[src/rtl/rxs_pkg.sv]
package rxs_pkg;
    localparam int FLAG_CNT = 4;
    localparam int FLG_FULL = 0;
    localparam int FLG_OVR  = 1;
    localparam int FLG_PAR  = 2;
    localparam int FLG_ESIG = 3;
    localparam logic ADDR_STAT = 1'b0;
    localparam logic ADDR_DATA = 1'b1;

    typedef struct packed {
        logic flag;
        logic arm;
    } flag_cell_t;
endpackage

[src/rtl/rxs_flag_cell.sv]
module rxs_flag_cell
    import rxs_pkg::*;
(
    input  logic clk,
    input  logic rst_n,
    input  logic set_i,
    input  logic rd_i,
    input  logic wr_i,
    input  logic wbit_i,
    output logic flag_o
);
    flag_cell_t st_d, st_q;
    logic       clr;

    always_comb begin
        clr        = wr_i & ~wbit_i & st_q.arm;
        st_d.flag  = set_i | (st_q.flag & ~clr);
        st_d.arm   = (st_q.arm & ~clr) | (rd_i & st_q.flag);
    end

    always_ff @(posedge clk or negedge rst_n) begin
        if (!rst_n) st_q <= '0;
        else        st_q <= st_d;
    end

    assign flag_o = st_q.flag;
endmodule

[src/rtl/rxs_rx_gate.sv]
module rxs_rx_gate (
    input  logic rx_done_i,
    input  logic rx_par_i,
    input  logic rx_en_i,
    input  logic full_i,
    input  logic ovr_i,
    input  logic par_i,
    output logic allowed_o,
    output logic load_o,
    output logic set_full_o,
    output logic set_ovr_o,
    output logic set_par_o
);
    logic accept;

    always_comb begin
        allowed_o  = rx_en_i & ~ovr_i & ~par_i;
        accept     = rx_done_i & allowed_o;
        set_ovr_o  = accept & full_i;
        load_o     = accept & ~full_i;
        set_full_o = load_o & ~rx_par_i;
        set_par_o  = load_o & rx_par_i;
    end
endmodule

[src/rtl/rxs_cpu_port.sv]
module rxs_cpu_port
    import rxs_pkg::*;
#(
    parameter int DATA_W = 8
) (
    input  logic                addr_i,
    input  logic                rd_i,
    input  logic                wr_i,
    input  logic [FLAG_CNT-1:0] status_i,
    input  logic [DATA_W-1:0]   data_i,
    output logic [DATA_W-1:0]   rdata_o,
    output logic                stat_rd_o,
    output logic                stat_wr_o
);
    localparam int PAD_W = DATA_W - FLAG_CNT;

    always_comb begin
        stat_rd_o = rd_i & (addr_i == ADDR_STAT);
        stat_wr_o = wr_i & (addr_i == ADDR_STAT);
        if (addr_i == ADDR_DATA) rdata_o = data_i;
        else                     rdata_o = {{PAD_W{1'b0}}, status_i};
    end
endmodule

[src/rtl/rx_status_unit.sv]
module rx_status_unit
    import rxs_pkg::*;
#(
    parameter int DATA_W = 8
) (
    input  logic              clk,
    input  logic              rst_n,
    input  logic              rx_done,
    input  logic [DATA_W-1:0] rx_byte,
    input  logic              rx_parity_err,
    input  logic              rx_err_line,
    input  logic              rx_enable,
    input  logic              cpu_rd,
    input  logic              cpu_wr,
    input  logic              cpu_addr,
    input  logic [DATA_W-1:0] cpu_wdata,
    output logic [DATA_W-1:0] cpu_rdata,
    output logic              rx_allowed
);
    logic [FLAG_CNT-1:0] flag_vec;
    logic [FLAG_CNT-1:0] set_vec;
    logic [DATA_W-1:0]   data_d, data_q;
    logic                load, stat_rd, stat_wr;
    logic                unused_wbits;

    assign unused_wbits = ^cpu_wdata[DATA_W-1:FLAG_CNT];

    rxs_rx_gate u_gate (
        .rx_done_i  (rx_done),
        .rx_par_i   (rx_parity_err),
        .rx_en_i    (rx_enable),
        .full_i     (flag_vec[FLG_FULL]),
        .ovr_i      (flag_vec[FLG_OVR]),
        .par_i      (flag_vec[FLG_PAR]),
        .allowed_o  (rx_allowed),
        .load_o     (load),
        .set_full_o (set_vec[FLG_FULL]),
        .set_ovr_o  (set_vec[FLG_OVR]),
        .set_par_o  (set_vec[FLG_PAR])
    );

    assign set_vec[FLG_ESIG] = ~rx_err_line;

    rxs_cpu_port #(.DATA_W(DATA_W)) u_port (
        .addr_i    (cpu_addr),
        .rd_i      (cpu_rd),
        .wr_i      (cpu_wr),
        .status_i  (flag_vec),
        .data_i    (data_q),
        .rdata_o   (cpu_rdata),
        .stat_rd_o (stat_rd),
        .stat_wr_o (stat_wr)
    );

    for (genvar i = 0; i < FLAG_CNT; i++) begin : g_flag
        rxs_flag_cell u_cell (
            .clk    (clk),
            .rst_n  (rst_n),
            .set_i  (set_vec[i]),
            .rd_i   (stat_rd),
            .wr_i   (stat_wr),
            .wbit_i (cpu_wdata[i]),
            .flag_o (flag_vec[i])
        );
    end

    always_comb begin
        data_d = data_q;
        if (load) data_d = rx_byte;
    end

    always_ff @(posedge clk or negedge rst_n) begin
        if (!rst_n) data_q <= '0;
        else        data_q <= data_d;
    end
endmodule

[config.mk]
export PLATFORM = sky130hd
export DESIGN_NAME = rx_status_unit
export DESIGN_NICKNAME = d
export VERILOG_FILES = /design/src/rtl/rxs_pkg.sv /design/src/rtl/rxs_flag_cell.sv /design/src/rtl/rxs_rx_gate.sv /design/src/rtl/rxs_cpu_port.sv /design/src/rtl/rx_status_unit.sv
export SDC_FILE = /design/constraint.sdc
export NUM_CORES = 1
export LEC_CHECK = 0
export BUFFER_PORTS_ARGS = -buffer_cell sky130_fd_sc_hd__buf_4
export CORE_ASPECT_RATIO = 0.75
export CORE_MARGIN = 5
export CORE_UTILIZATION = 30
export CTS_CLUSTER_DIAMETER = 120
export DETAILED_ROUTE_END_ITERATION = 8
export GPL_TIMING_DRIVEN = 0
export MAX_ROUTING_LAYER = met4
export PLACE_DENSITY = 0.67
export SYNTH_ARGS = -nofsm -noshare
export SYNTH_HDL_FRONTEND = slang
export SYNTH_SLANG_ARGS = --single-unit
export TNS_END_PERCENT = 10
[constraint.sdc]
create_clock -name clk -period 4.2 [get_ports clk]
set_input_delay 0.84 -clock clk [delete_from_list [all_inputs] [get_ports clk]]
set_output_delay 0.84 -clock clk [all_outputs]
set_load 0.01 [all_outputs]
==> flow_summary.yaml <==
sta:
  worst_pin_slew_ns: 0.213
  setup-tns-final_ns: 0
  finClkSkew_ns: 0.00139
  max_freq_mhz: 439
  finalSetupViolations: 0
  post-route-period-util_pct: 54.3
  hold_slack_ns: 0.397
  rsz0062_at_grt: "no"
  slew_violations: 0
  hold_viol_final: 0
  slew_headroom_pct: 85.8
  period_minus_slack_ns: 2.28
synth:
  synth_cells: 60
  synth_top_area_share_pct: 53.5
  synth_area_leader_cell: "dfrtp_1"
  synth.area.top_cells: "dfrtp_1 54%, mux2_2 18%, nand2_1 4.5%, or3b_1 3.5%, and2_1 3.3%"
  syn_area_per_cell_um2: 12.5
  synth.distinct_cells: 15
  yosysSeqAreaShare_pct: 53.5
  synthesis.nets: 85
  synth_warnings: 0
  ys_seq_elements: 16
  mappedNetlistArea_um2: 748
clock_network:
  cts.sinks: 16
  cts_made_buffers: 3
  cts_tree: "yes"
  cts_resized: 0
  clk_pin_slew_ns: 0.10
  clkLatencyLatePin_ns: 0.28
  ctsHoldBuffers: 0
  cts_setup_buffers: 0
  clockBufferDepth: 2
  htreeDepth: 1
  cts_root_buf: "clkbuf_4"
floorplanning:
  ios: 34
  start_util_pct: 31.9
  die_w_um: 67.7
  fp.dieH_um: 53.3
  rows: 15
  core_area_um2: 2350
  die_area_um2: 3600
pwr:
  static-leakage-power_uw: 0.000494
  powerDensity_nw_per_um2: 550
  ir_worst_vdd_uv: 120
setup_path:
  path_cells: "buf_6 -> mux2_2 -> buf_4"
  setup.worst_path.start: "cpu_addr"
  crit_required_ns: 3.36
  worstReg2RegEnd: "data_q[3]"
  crit_path_max_incr_delay_ns: 0.34
  path_buf_inv: 2
  path_class: "input pin to primary output"
  crit_fanout: 10
  cp_num_cells: 3
  cp_slowest_cell: "mux2_2"
  r2r_start: "g_flag[1].u_cell.flag_o"
  rrSetupSlack_ns: 2.71
  crit_arrival_ns: 1.44
  start_kind: "input pin"
  cp_top_family: "multiplexers"
  cp-end-kind: "primary output"
  endpoint: "cpu_rdata[0]"
  reg2regPathDepth: 4
global_route:
  grt_max_degree: 17
  grt_pass1_vias: 594
  antenna_found_initial: 0
  grt_pass1_wl_um: 2820
  grt.total_usage_pct: 10.8
  grt-ovfl-total: 0
cells_and_area:
  antenna_cells: 0
  area_growth_pct: 38.6
  drive_gt1_share_pct: 52.2
  num-fill-cells: 243
  fin_cells: 126
  nets: 118
worst_hold_path:
  hold_class: "input pin to asynchronous set/reset pin"
drt:
  wire_per_inst_um: 13.2
  vias: 549
  dr.first_iter.drc_count: 19
  drt-total-wl_um: 1660
  drc: 0
  drtPass1Iterations: 3
  vias_per_cell: 4.36
  ant_nets: 0
flow_run:
  max_cap_violations: 0
placed_design:
  port_buffers: 28
  dp.cells: 122
  gp_congestion: 0.739
  hpwl_um: 1310
outcome:
  outcome: "finished clean"
[worst min-delay path by stage]
stage	end	slack, ns	depth (start not counted)
finish	data_q[6]	0.40	1
global route	g_flag[1].u_cell.st_q[0]	0.39	1
CTS	data_q[2]	0.39	1
detailed placement	g_flag[1].u_cell.st_q[0]	0.48	2
global placement	g_flag[1].u_cell.st_q[0]	0.47	2
floorplan	g_flag[3].u_cell.st_q[0]	0.45	2
[layout by cell type, fill, tap and decap left out]
cell | synthesis | routed
a22o_1 | 2 | 2
a32o_1 | 1 | 1
and2_1 | 4 | 4
and2b_1 | 1 | 1
and3b_1 | 1 | 1
buf_4 | 0 | 28
buf_6 | 2 | 2
clkbuf_4 | 0 | 3
clkbuf_8 | 0 | 1
dfrtp_1 | 16 | 16
inv_1 | 1 | 1
mux2_2 | 12 | 12
nand2_1 | 9 | 9
nand2b_1 | 1 | 1
nand2b_4 | 1 | 1
nor3b_2 | 1 | 1
o21ai_0 | 5 | 5
or3b_1 | 3 | 3
[cell families (layout without fill, tap and decap cells)]
group | count (synthesis) | after routing | synth area share, %
simple gates | 21 | 21 | 17.9
flops | 16 | 16 | 53.5
mux | 12 | 12 | 18.1
compound gates | 8 | 8 | 7.02
buf+inv | 3 | 35 | 3.51
[synth_stat cells]
cell type	n
a22o_1	2
a32o_1	1
and2_1	4
and2b_1	1
and3b_1	1
buf_6	2
dfrtp_1	16
inv_1	1
mux2_2	12
nand2_1	9
nand2b_1	1
nand2b_4	1
nor3b_2	1
o21ai_0	5
or3b_1	3
[report_power, final]
part	switching, µW	internal, µW
registers	40.4	222
clock network	49.3	52.7
logic	76.5	130
total	166	404
[routing by layer]
layer / wire length [µm] / global-route usage (%) / vias to the layer above
met5: 0 / - / -
met4: 9 / 5.05 / 0
met3: 151 / 2.76 / 2
met2: 755 / 17.3 / 19
met1: 742 / 12.8 / 256
li1: - / - / 272
[registers in the layout (all words and copies together), names as in the netlist]
signal,cells
g_flag.u_cell.st_q,4
data_q,8
g_flag.u_cell.flag_o,4
[worst register-to-register path: cells and delay by family (launching register included)]
family | cells | cell delay (ns)
AND/OR/NAND/NOR | 2 | 0.46
multiplexers | 1 | 0.35
flip-flops | 1 | 0.43
buffers and inverters | 1 | 0.15
[area by class of cell]
type / count / area (µm²) / area share [%]
plain buffers: 2 / 22.5 / 2.17
clock buffers: 4 / 36.3 / 3.50
inverters: 1 / 3.75 / 0.362
multi-input cells: 41 / 322 / 31.0
flip-flops and latches: 16 / 400 / 38.6
well taps: 34 / 42.5 / 4.10
repair buffers: 28 / 210 / 20.3
[metrics by stage]
stage	area [µm²]	total power, µW	setup WS, ns	util [%]
after floorplan	748	382	2.07	-
after global placement	1000	464	1.92	42.7
after detailed placement	1000	475	1.92	42.7
after CTS	1040	579	1.91	44.2
after global routing	1040	615	1.90	44.2
final	1040	570	1.92	44.2
Note: power is estimated with default switching activity, not from simulation.
